===== src/rtl/mw_pkg.sv =====
// Shared types for the serial EEPROM slave model.
// Assumes: opcodes are the two bits following the start bit.
package mw_pkg;
    typedef enum logic [2:0] {
        ST_IDLE = 3'd0,
        ST_HDR  = 3'd1,
        ST_RD   = 3'd2,
        ST_WD   = 3'd3,
        ST_DONE = 3'd4
    } mw_state_e;

    localparam logic [1:0] OP_EXT   = 2'b00;
    localparam logic [1:0] OP_WRITE = 2'b01;
    localparam logic [1:0] OP_READ  = 2'b10;
    localparam logic [1:0] OP_ERASE = 2'b11;

    localparam logic [1:0] EXT_LOCK = 2'b00;
    localparam logic [1:0] EXT_FILL = 2'b01;
    localparam logic [1:0] EXT_WIPE = 2'b10;
    localparam logic [1:0] EXT_OPEN = 2'b11;
endpackage


===== src/rtl/mw_array.sv =====
// Storage array: WORDS rows of DW bits, addressed as words or as half-word bytes.
// Assumes: org is static; one write request per cycle; a bulk request updates every row.
module mw_array #(
    parameter int WORDS = 64,
    parameter int DW    = 16
) (
    input  logic                      clk,
    input  logic                      rst_n,
    input  logic                      org,
    input  logic                      wr_en,
    input  logic                      wr_all,
    input  logic [$clog2(WORDS):0]    wr_addr,
    input  logic [DW-1:0]             wr_data,
    input  logic [$clog2(WORDS):0]    rd_addr,
    output logic [DW-1:0]             rd_data
);
    localparam int AW16 = $clog2(WORDS);
    localparam int AW8  = AW16 + 1;
    localparam int BW   = DW / 2;

    logic [DW-1:0]   row_q [WORDS];
    logic [AW16-1:0] wr_row;
    logic            wr_hi;
    logic            wr_lo;
    logic [DW-1:0]   wr_word;
    logic [AW16-1:0] rd_row;
    logic [DW-1:0]   rd_word;

    // Map the write address onto a row and byte lanes.
    always_comb begin
        wr_row  = org ? wr_addr[AW16-1:0] : wr_addr[AW8-1:1];
        wr_hi   = org | wr_all | wr_addr[0];
        wr_lo   = org | wr_all | ~wr_addr[0];
        wr_word = org ? wr_data : {wr_data[BW-1:0], wr_data[BW-1:0]};
    end

    genvar g;
    generate
        for (g = 0; g < WORDS; g++) begin : g_row
            logic [DW-1:0] q;
            logic          hit;
            assign hit = wr_en & (wr_all | (wr_row == AW16'(g)));
            // Hold one row; erased (all ones) after reset.
            always_ff @(posedge clk) begin
                if (!rst_n) begin
                    q <= '1;
                end else if (hit) begin
                    if (wr_hi) q[DW-1:BW] <= wr_word[DW-1:BW];
                    if (wr_lo) q[BW-1:0]  <= wr_word[BW-1:0];
                end
            end
            assign row_q[g] = q;
        end
    endgenerate

    // Select the read word or byte.
    always_comb begin
        rd_row  = org ? rd_addr[AW16-1:0] : rd_addr[AW8-1:1];
        rd_word = row_q[rd_row];
        if (org)
            rd_data = rd_word;
        else
            rd_data = {{BW{1'b0}}, (rd_addr[0] ? rd_word[DW-1:BW] : rd_word[BW-1:0])};
    end
endmodule


===== src/rtl/mw_ptimer.sv =====
// Self-timed program cycle: busy for CYCLES system clocks after a start pulse.
// Assumes: start pulses arriving while busy are dropped.
module mw_ptimer #(
    parameter int CYCLES = 5000
) (
    input  logic clk,
    input  logic rst_n,
    input  logic start,
    output logic busy
);
    localparam int CW = $clog2(CYCLES + 1);

    logic [CW-1:0] left_q;

    // Load on start, count down, release busy at zero.
    always_ff @(posedge clk) begin
        if (!rst_n) begin
            busy   <= 1'b0;
            left_q <= '0;
        end else if (start && !busy) begin
            busy   <= 1'b1;
            left_q <= CW'(CYCLES - 1);
        end else if (busy) begin
            if (left_q == '0) busy <= 1'b0;
            else              left_q <= left_q - CW'(1);
        end
    end
endmodule


===== src/rtl/mw_ctrl.sv =====
// Serial front end: start detect, header and data shifting, decode, read-out and status.
// Assumes: cs, sclk and di are synchronous to clk and each level lasts at least one clk.
module mw_ctrl
    import mw_pkg::*;
#(
    parameter int WORDS = 64,
    parameter int DW    = 16
) (
    input  logic                   clk,
    input  logic                   rst_n,
    input  logic                   cs,
    input  logic                   sclk,
    input  logic                   di,
    input  logic                   org,
    input  logic                   busy,
    input  logic [DW-1:0]          rd_data,
    output logic [$clog2(WORDS):0] rd_addr,
    output logic                   wr_en,
    output logic                   wr_all,
    output logic [$clog2(WORDS):0] wr_addr,
    output logic [DW-1:0]          wr_data,
    output logic                   dout,
    output logic                   dout_oe,
    output logic                   wen,
    output mw_state_e              st
);
    localparam int AW16 = $clog2(WORDS);
    localparam int AW8  = AW16 + 1;
    localparam int BW   = DW / 2;
    localparam int HW   = 2 + AW8;
    localparam int CW   = $clog2(HW + DW + 1);
    localparam int BIW  = $clog2(DW);

    mw_state_e      st_q;
    logic           sclk_prev;
    logic           rise;
    logic [HW-1:0]  hdr_q;
    logic [DW-1:0]  dsh_q;
    logic [CW-1:0]  cnt_q;
    logic [AW8-1:0] aq;
    logic [AW8-1:0] raddr_q;
    logic [BIW-1:0] bi_q;
    logic           rbit_q;
    logic           wen_q;
    logic           arm_q;
    logic           fill_q;

    logic [HW-1:0]  hnext;
    logic [DW-1:0]  dnext;
    logic [1:0]     op;
    logic [1:0]     sub;
    logic [AW8-1:0] addr_n;
    logic [CW-1:0]  hlast_cnt;
    logic [CW-1:0]  dlast_cnt;
    logic [BIW-1:0] bi_load;
    logic           hdr_last;
    logic           dat_last;
    logic           start_det;
    logic           erase_go;
    logic           write_go;
    logic           is_wipe;

    // Previous serial clock level for edge detection.
    always_ff @(posedge clk) begin
        if (!rst_n) sclk_prev <= 1'b0;
        else        sclk_prev <= sclk;
    end

    // Header decode, bit counts and program requests.
    always_comb begin
        rise      = cs & sclk & ~sclk_prev;
        hnext     = {hdr_q[HW-2:0], di};
        dnext     = {dsh_q[DW-2:0], di};
        op        = org ? hnext[AW16+1:AW16] : hnext[AW8+1:AW8];
        sub       = org ? hnext[AW16-1:AW16-2] : hnext[AW8-1:AW8-2];
        addr_n    = org ? {1'b0, hnext[AW16-1:0]} : hnext[AW8-1:0];
        hlast_cnt = org ? CW'(1 + AW16) : CW'(1 + AW8);
        dlast_cnt = org ? CW'(DW - 1) : CW'(BW - 1);
        bi_load   = org ? BIW'(DW - 1) : BIW'(BW - 1);
        hdr_last  = (st_q == ST_HDR) && rise && (cnt_q == hlast_cnt);
        dat_last  = (st_q == ST_WD) && rise && (cnt_q == dlast_cnt);
        start_det = (st_q == ST_IDLE) && rise && di && !busy;
        is_wipe   = (op == OP_EXT) && (sub == EXT_WIPE);
        erase_go  = hdr_last && wen_q && ((op == OP_ERASE) || is_wipe);
        write_go  = dat_last && wen_q;
        wr_en     = erase_go | write_go;
        wr_all    = erase_go ? is_wipe : fill_q;
        wr_addr   = erase_go ? addr_n : aq;
        wr_data   = erase_go ? '1 : dnext;
    end

    // Instruction sequencer; a low select returns it to waiting.
    always_ff @(posedge clk) begin
        if (!rst_n) begin
            st_q    <= ST_IDLE;
            hdr_q   <= '0;
            dsh_q   <= '0;
            cnt_q   <= '0;
            aq      <= '0;
            raddr_q <= '0;
            bi_q    <= '0;
            rbit_q  <= 1'b0;
            wen_q   <= 1'b0;
            fill_q  <= 1'b0;
        end else if (!cs) begin
            st_q <= ST_IDLE;
        end else begin
            case (st_q)
                ST_IDLE: begin
                    if (start_det) begin
                        st_q  <= ST_HDR;
                        cnt_q <= '0;
                        hdr_q <= '0;
                    end
                end
                ST_HDR: begin
                    if (rise) begin
                        hdr_q <= hnext;
                        cnt_q <= cnt_q + CW'(1);
                        if (hdr_last) begin
                            case (op)
                                OP_READ: begin
                                    st_q    <= ST_RD;
                                    raddr_q <= addr_n;
                                    bi_q    <= bi_load;
                                    rbit_q  <= 1'b0;
                                end
                                OP_WRITE: begin
                                    st_q   <= ST_WD;
                                    cnt_q  <= '0;
                                    dsh_q  <= '0;
                                    aq     <= addr_n;
                                    fill_q <= 1'b0;
                                end
                                OP_ERASE: st_q <= ST_DONE;
                                default: begin
                                    case (sub)
                                        EXT_OPEN: begin wen_q <= 1'b1; st_q <= ST_DONE; end
                                        EXT_LOCK: begin wen_q <= 1'b0; st_q <= ST_DONE; end
                                        EXT_WIPE: st_q <= ST_DONE;
                                        default: begin
                                            st_q   <= ST_WD;
                                            cnt_q  <= '0;
                                            dsh_q  <= '0;
                                            aq     <= addr_n;
                                            fill_q <= 1'b1;
                                        end
                                    endcase
                                end
                            endcase
                        end
                    end
                end
                ST_RD: begin
                    if (rise) begin
                        rbit_q <= rd_data[bi_q];
                        if (bi_q == '0) begin
                            bi_q    <= bi_load;
                            raddr_q <= org ? {1'b0, raddr_q[AW16-1:0] + AW16'(1)}
                                           : raddr_q + AW8'(1);
                        end else begin
                            bi_q <= bi_q - BIW'(1);
                        end
                    end
                end
                ST_WD: begin
                    if (rise) begin
                        dsh_q <= dnext;
                        cnt_q <= cnt_q + CW'(1);
                        if (dat_last) st_q <= ST_DONE;
                    end
                end
                default: st_q <= st_q;
            endcase
        end
    end

    // Status arming: select seen low during a program cycle.
    always_ff @(posedge clk) begin
        if (!rst_n)         arm_q <= 1'b0;
        else if (!cs)       arm_q <= busy;
        else if (start_det) arm_q <= 1'b0;
    end

    // Output mux: read bit or inverted busy.
    always_comb begin
        dout_oe = cs & ((st_q == ST_RD) | ((st_q == ST_IDLE) & arm_q));
        dout    = (st_q == ST_RD) ? rbit_q : ~busy;
        rd_addr = raddr_q;
        wen     = wen_q;
        st      = st_q;
    end
endmodule


===== src/rtl/mw_eeprom.sv =====
// Top of the serial EEPROM slave model: front end, storage array and program timer.
// Assumes: org is strapped before reset is released and held.
module mw_eeprom
    import mw_pkg::*;
#(
    parameter int WORDS       = 64,
    parameter int DW          = 16,
    parameter int PROG_CYCLES = 5000
) (
    input  logic clk,
    input  logic rst_n,
    input  logic cs,
    input  logic sclk,
    input  logic di,
    input  logic org,
    output logic dout,
    output logic dout_oe
);
    localparam int AW8 = $clog2(WORDS) + 1;

    logic [AW8-1:0] rd_addr;
    logic [AW8-1:0] wr_addr;
    logic [DW-1:0]  rd_data;
    logic [DW-1:0]  wr_data;
    logic           wr_en;
    logic           wr_all;
    logic           busy;
    logic           wen;
    logic           prog_start;
    mw_state_e      st_w;

    assign prog_start = wr_en;

    mw_ctrl #(.WORDS(WORDS), .DW(DW)) u_ctrl (
        .clk     (clk),
        .rst_n   (rst_n),
        .cs      (cs),
        .sclk    (sclk),
        .di      (di),
        .org     (org),
        .busy    (busy),
        .rd_data (rd_data),
        .rd_addr (rd_addr),
        .wr_en   (wr_en),
        .wr_all  (wr_all),
        .wr_addr (wr_addr),
        .wr_data (wr_data),
        .dout    (dout),
        .dout_oe (dout_oe),
        .wen     (wen),
        .st      (st_w)
    );

    mw_array #(.WORDS(WORDS), .DW(DW)) u_array (
        .clk     (clk),
        .rst_n   (rst_n),
        .org     (org),
        .wr_en   (wr_en),
        .wr_all  (wr_all),
        .wr_addr (wr_addr),
        .wr_data (wr_data),
        .rd_addr (rd_addr),
        .rd_data (rd_data)
    );

    mw_ptimer #(.CYCLES(PROG_CYCLES)) u_timer (
        .clk   (clk),
        .rst_n (rst_n),
        .start (prog_start),
        .busy  (busy)
    );
endmodule


===== config.mk =====
export PLATFORM = sky130hd
export DESIGN_NAME = mw_eeprom
export DESIGN_NICKNAME = d
export VERILOG_FILES = /design/src/rtl/mw_pkg.sv /design/src/rtl/mw_array.sv /design/src/rtl/mw_ptimer.sv /design/src/rtl/mw_ctrl.sv /design/src/rtl/mw_eeprom.sv
export SDC_FILE = /design/constraint.sdc
export NUM_CORES = 2
export LEC_CHECK = 0
export ABC_AREA = 1
export CAP_MARGIN = 20
export CORE_MARGIN = 10
export CORE_UTILIZATION = 45
export DETAILED_ROUTE_END_ITERATION = 12
export SLEW_MARGIN = 20
export SYNTH_ARGS = -nofsm -noshare
export SYNTH_HDL_FRONTEND = slang
export SYNTH_SLANG_ARGS = --single-unit

===== constraint.sdc =====
create_clock -name clk -period 4.55 [get_ports clk]
set_clock_uncertainty 0.2 [all_clocks]
set_input_delay 0.6825 -clock clk [delete_from_list [all_inputs] [get_ports clk]]
set_output_delay 0.6825 -clock clk [all_outputs]
set_load 0.05 [all_outputs]

After elaboration in Yosys (flattened, before gate mapping)
Cells that the tools add are included.
{"block": "totals", "register_bits": 1092, "inputBits": 6, "output_inout_bits": 2, "wordCells": 625}
{"block": "classes", "n_addsub": 5, "magnitude_cmp": 2, "n_eq_ne": 86, "mux": 75, "bitwise_logic": 145, "reduce_logical": 169}
{"cell": "$reduce_and 2->1", "count": 131}
{"cell": "$eq 6x6->1 const B", "count": 32}
{"cell": "$bmux 16 s6", "count": 1}
{"cell": "$eq 6x5->1 const B", "count": 16}
{"cell": "$mux 16", "count": 5}
{"cell": "$or 1x1->1", "count": 69}
{"cell": "$and 1x1->1", "count": 68}
{"cell": "$mux 7", "count": 9}
{"cell": "$mux 15", "count": 4}
{"cell": "$pmux 15 s2", "count": 2}
{"cell": "$eq 6x4->1 const B", "count": 8}
{"cell": "$mux 13", "count": 3}
{"cell": "$mux 4", "count": 8}
{"cell": "$pmux 7 s2", "count": 2}
{"cell": "$mux 5", "count": 5}
{"cell": "$eq 6x3->1 const B", "count": 4}
{"cell": "$mux 8", "count": 3}
{"cell": "$reduce_and 6->1", "count": 4}
{"cell": "$ne 2x1->1 const B", "count": 10}
{"cell": "$mux 3", "count": 6}
{"cell": "$pmux 3 s3", "count": 2}
{"cell": "$pmux 8 s2", "count": 1}
{"cell": "$pmux 5 s3", "count": 1}
{"cell": "$reduce_and 7->1", "count": 2}
{"cell": "39 further kinds", "count": 86}

Longest topological paths before layout
{"block": "logic_depth", "ltp_word": 12, "mapped_depth": 25, "depth_no_buf": 21}

Modules after synthesis
A second synthesis with hierarchy kept.
{"block": "hier_totals", "cells_unflattened": 7914, "hier_area_um2": 54298.3}
{"module": "mw_array", "n_inst": 1, "cells_each": 7227, "area_each_um2": 50125.6, "seq_area_each_um2": 20499.7}
{"module": "mw_ctrl", "n_inst": 1, "cells_each": 557, "area_each_um2": 3319.4, "seq_area_each_um2": 1081.0}
{"module": "mw_ptimer", "n_inst": 1, "cells_each": 130, "area_each_um2": 853.3, "seq_area_each_um2": 280.3}

Worst setup path before layout
No wires, ideal clock.
{"block": "synth_timing", "kind": "input-to-reg", "start": "input port org", "end": "register u_array.g_row[52].q[0]", "setup_time_ns": 0.130, "arrival_time_ns": 4.182, "required_ns": 4.220, "path_slack_ns": 0.039, "path_stages": 21, "n_path_buf": 9, "cell_sequence": "buf_4 > buf_2 > buf_2 > clkbuf_1 > clkbuf_1 > nand2_1 > o21ai_0 > ha_1 > nand2_1 > inv_1 > nor2_1 > inv_1 > nand3_4 > buf_6 > buf_2 > nand2_1 > buf_2 > clkbuf_1 > nand3_1 > nand2_1 > nand3_1"}
{"block": "synth_between", "elab_chain_cells": 11, "elab_cells_between_ends": 30, "classes_between": "5 x eq/ne; 10 x mux; 6 x bitwise; 9 x reduce/logical"}
{"item": "from (decl)", "line_no": "mw_eeprom.sv:15", "text": "input logic org,"}
{"item": "$mux 4, or another cell as far along", "line_no": "mw_ctrl.sv:77", "text": "hlast_cnt = org ? CW'(1 + AW16) : CW'(1 + AW8);"}
{"item": "$eq 5x5->1, or another cell as far along", "line_no": "mw_ctrl.sv:80", "text": "hdr_last = (st_q == ST_HDR) && rise && (cnt_q == hlast_cnt);"}
{"item": "$logic_and 1x1->1, on equally long branches", "line_no": "mw_ctrl.sv:80, mw_ctrl.sv:83"}
{"item": "$logic_and 1x1->1 or $logic_or 1x1->1 (tied branches)", "line_no": "mw_ctrl.sv:84", "text": "erase_go = hdr_last && wen_q && ((op == OP_ERASE) || is_wipe);"}
{"item": "$logic_and 1x1->1", "line_no": "mw_ctrl.sv:84"}
{"item": "$mux 7", "line_no": "mw_ctrl.sv:88", "text": "wr_addr = erase_go ? addr_n : aq;"}
{"item": "$mux 6", "line_no": "mw_array.sv:31", "text": "wr_row = org ? wr_addr[AW16-1:0] : wr_addr[AW8-1:1];"}
{"item": "$eq 6x6->1", "line_no": "mw_array.sv:42", "text": "assign hit = wr_en & (wr_all | (wr_row == AW16'(g)));"}
{"item": "$or 1x1->1", "line_no": "mw_array.sv:42"}
{"item": "$and 1x1->1", "line_no": "mw_array.sv:42"}
{"item": "$reduce_and 2->1 (no line)"}
{"item": "to (signal, indexed assignment)", "line_no": "mw_array.sv:48", "text": "if (wr_hi) q[DW-1:BW] <= wr_word[DW-1:BW];"}
{"item": "to (signal, indexed assignment)", "line_no": "mw_array.sv:49", "text": "if (wr_lo) q[BW-1:0] <= wr_word[BW-1:0];"}
{"item": "to (decl)", "line_no": "mw_array.sv:40", "text": "logic [DW-1:0] q;"}
Several ways; a longest one is shown, not always the timed one.
A chain may end at the register's enable or synchronous reset.

Worst setup path after layout
{"block": "layout_timing", "start": "register u_ctrl.hdr_q[4]", "end": "register u_array.g_row[24].q[11]"}
{"block": "layout_between", "elab_chain_cells": 11, "elab_cells_between_ends": 18, "classes_between": "2 x eq/ne; 7 x mux; 5 x bitwise; 4 x reduce/logical"}
{"item": "from (decl)", "line_no": "mw_ctrl.sv:37", "text": "logic [HW-1:0] hdr_q;"}
{"item": "from (signal assigned)", "line_no": "mw_ctrl.sv:118", "text": "hdr_q <= hnext;"}
{"item": "$mux 2", "line_no": "mw_ctrl.sv:75", "text": "sub = org ? hnext[AW16-1:AW16-2] : hnext[AW8-1:AW8-2];"}
{"item": "$eq 2x2->1", "line_no": "mw_ctrl.sv:83", "text": "is_wipe = (op == OP_EXT) && (sub == EXT_WIPE);"}
{"item": "$logic_and 1x1->1", "line_no": "mw_ctrl.sv:83"}
{"item": "$logic_or 1x1->1", "line_no": "mw_ctrl.sv:84"}
{"item": "$logic_and 1x1->1", "line_no": "mw_ctrl.sv:84"}
{"item": "$mux 7", "line_no": "mw_ctrl.sv:88"}
{"item": "$mux 6", "line_no": "mw_array.sv:31"}
{"item": "$eq 6x5->1", "line_no": "mw_array.sv:42"}
{"item": "$or 1x1->1", "line_no": "mw_array.sv:42"}
{"item": "$and 1x1->1", "line_no": "mw_array.sv:42"}
{"item": "$reduce_and 2->1 (no line)"}
{"item": "to (signal, indexed assignment)", "line_no": "mw_array.sv:48"}
{"item": "to (signal, indexed assignment)", "line_no": "mw_array.sv:49"}
{"item": "to (decl)", "line_no": "mw_array.sv:40"}
Several ways; a longest one is shown, not always the timed one.

==> reports/qor.csv <==
stage;metric;value;unit
pwr;p_switching;5.32;mW
sta;slew_violations;0;
sta;setup_violations;0;
synth;yosysWarningCount;0;
synth;syn_area_per_cell;7.02;um^2
clock_tree;clock_sinks;1092;
sta;tightestPinTransition;0.997;ns
sta;hold_viol;0;
worst_setup_path;crit_path_start;u_ctrl.hdr_q[4];
worst_setup_path;critPathCaptureType;register;
layout;final_cell_mix;nand3_1 (2142), nand2_1 (2129), dfxtp_1 (1092);
layout;area_delta_synth_final;12.7;%
synth;synth_fp_nets;7729;
placed_design;dp_hpwl;124000;um
job;maxCapViolations;0;
clock_tree;clk_latency;0.76;ns
global_routing;antenna_found_initial;2;
synth;async_reset_ff_share;0;%
synth;seq_area_frac_synth;40.4;%
pwr;power_density;348;nW/um^2
clock_tree;post_cts_buffers;0;
floorplanning;start_util;45.3;%
pwr;p_sw_share;25.1;%
clock_tree;tritoncts;yes;
detailed_routing;drt_iter0_drc;7879;
global_routing;grt_pass1_wl;312000;um
detailed_routing;antenna_left;0;
sta;whs;0.227;ns
clock_tree;cts-resized-gates;0;
clock_tree;clkTransAtPathRegs;0.06;ns
sta;setup_tns;0;ns
clock_tree;hold_buffers;0;
worst_hold_path;whs_path_depth;2;
sta;min_period_over_period;90.9;%
sta;max_freq;0.242;GHz
pwr;clkPwrFrac;48.8;%
floorplanning;die_w;367;um
global_routing;grt_pass1_vias;51283;
sta;grt_setup_unrepaired;no;
synth;ys.flop_type;dfxtp_1;
sta;fin_crit;4.14;ns
pwr;internal_power;15.9;mW
global_routing;gr-total-overflow;0;
clock_tree;cts_made_buffers;131;
worst_hold_path;hold_end;u_array.g_row[8].q[4];
placed_design;portBuffers;7;
layout;regArea;21900;um^2
run_status;outcome;finished clean;
clock_tree;htreeDepth;4;
worst_setup_path;reg2reg_depth;15;
pwr;p_comb_share;6.1;%
floorplanning;num_rows;127;
floorplanning;io_pins;8;
pwr;seqPwrFrac;45.1;%
worst_setup_path;crit_required;4.96;ns
synth;synth_cell_types;49;
synth;netlist_area;54200;um^2
detailed_routing;via_per_inst;6.21;
clock_tree;clockRootBuffer;clkbuf_16;
detailed_routing;wl;203000;um
synth;synthCells;7710;
layout;drive_gt1_share;9.88;%
global_routing;grt_max_degree;161;
synth;synth_edf_count;0;
layout;fin_util;51.0;%
pwr;leakage;27.7;nW
floorplanning;die-area;135000;um^2
layout;num_antenna_cells;0;
layout;fill_cells;11962;
global_routing;track_usage;28.5;%
detailed_routing;drc;0;
worst_setup_path;r2r_setup_slack;0.41;ns
worst_setup_path;startpoint_type;register;
floorplanning;die_y;367;um
layout;fin_nets;7413;
worst_hold_path;hp-class;in -> reg;
sta;relSlewSlack;33.3;%
layout;multi_input_area;29000;um^2
synth;ys_ff_latch;1092;
worst_setup_path;crit_fanout;160;
layout;final_common_cell;nand3_1;
detailed_routing;dr.pass1.iters;6;
clock_tree;cts_buffer_depth;3;
pwr;ir_worst_vdd;388;uV
worst_hold_path;holdCritStartpoint;rst_n;
floorplanning;core-area;120000;um^2
detailed_routing;wl_per_cell;22.3;um
worst_setup_path;r2r_end;u_array.g_row[24].q[11];
worst_setup_path;crit_type;reg -> reg;
detailed_routing;via_count;56522;
placed_design;gp_congestion;0.946;
pwr;power;21.2;mW
worst_setup_path;cp_data_arrival_time;4.55;ns
worst_setup_path;regToRegStartpoint;u_ctrl.hdr_q[4];
logic make-up (layout without fill, tap and decap cells):
family,after synthesis,in the layout,synth area share [%]
xor+xnor,8,8,0.129
fa+ha+maj,13,13,0.300
compound gates,216,216,3.53
flops,1092,1092,40.4
buf+inv,871,648,6.36
simple gates,5510,5510,49.3
cells in the mapped netlist, types with 14 or more instances:
cell type / instances / area (um^2)
nand3_1: 2143 / 10700
nor2_1: 53 / 199
nand2_2: 14 / 87.6
buf_2: 81 / 405
o21ai_0: 33 / 165
nand4_1: 1037 / 6490
a21oi_1: 64 / 320
inv_1: 74 / 278
nand2_1: 2142 / 8040
o21ai_4: 61 / 992
dfxtp_1: 1092 / 21900
nand3_2: 80 / 801
clkbuf_1: 597 / 2240
buf_1: 89 / 334
state kept, by name, summed over array words and instances (netlist names):
signal and flops:
u_array.g_row.q 1024, u_ctrl.aq 7, u_ctrl.arm_q 1, u_ctrl.bi_q 4, u_ctrl.cnt_q 5, u_ctrl.dsh_q 15
u_ctrl.fill_q 1, u_ctrl.hdr_q 8, u_ctrl.rbit_q 1, u_ctrl.rd_addr 7, u_ctrl.sclk_prev 1, u_ctrl.st 3
u_ctrl.wen 1, u_timer.busy 1, u_timer.left_q 13
final cells by class:
type	count	area share [%]
Clock buffer	206	6.48
Clock inverter	20	0.353
Inverter	89	0.551
Multi-Input combinational cell	5747	47.5
Sequential cell	1092	35.8
Tap cell	1612	3.30
Timing Repair Buffer	333	5.97
worst max-delay path, stage by stage (launching register included):
cell	delay [ns]
dfxtp_1	0.44
o21ai_0	0.39
ha_1	0.22
nand2_1	0.07
inv_1	0.06
nor2_1	0.03
inv_1	0.10
nand3_4	0.19
buf_4	0.32
nor2_1	0.21
a21oi_4	0.09
nand3b_1	0.22
buf_12	0.46
nand3_1	0.45
nand2_1	0.16
nand3_1	0.08
routing by layer:
metal / global-route usage (%) / share of wire [%] / vias to the layer above
li1: - / - / 26526
met1: 40.8 / 45 / 27227
met2: 42.7 / 44 / 2433
met3: 4.65 / 8.0 / 336
met4: 10.3 / 3.3 / 0
met5: 0 / 0 / -
power by group through the flow:
stage	clock, mW	sequential, mW	combinational (mW)
3_5_place_dp	0	9.78	1.27
2_1_floorplan	0	9.78	0.785
3_3_place_gp	0	9.78	1.27
4_1_cts	10.4	9.57	1.27
5_1_grt	10.8	9.57	1.38
6_report	10.3	9.57	1.30
worst max-delay path by stage:
stage                                    endpoint  slack (ns)  cells after the start
after floorplan            u_array.g_row[52].q[0]        0.04                     21
after global placement    u_array.g_row[24].q[10]        0.08                     18
after detailed placement  u_array.g_row[28].q[13]        0.06                     15
after CTS                 u_array.g_row[28].q[13]        0.62                     15
after global routing       u_array.g_row[2].q[13]        0.22                     16
final                     u_array.g_row[24].q[11]        0.41                     15
metrics by stage:
stage          area, um^2  setup slack [ns]  instances
2_1_floorplan       54200            0.0386       7710
3_3_place_gp        56900            0.0798       8872
6_report            61000             0.413       9099
3_5_place_dp        56900            0.0619       8873
5_1_grt             61000             0.216       9099
4_1_cts             61000             0.617       9099
Power figures use the tool's default switching activity.
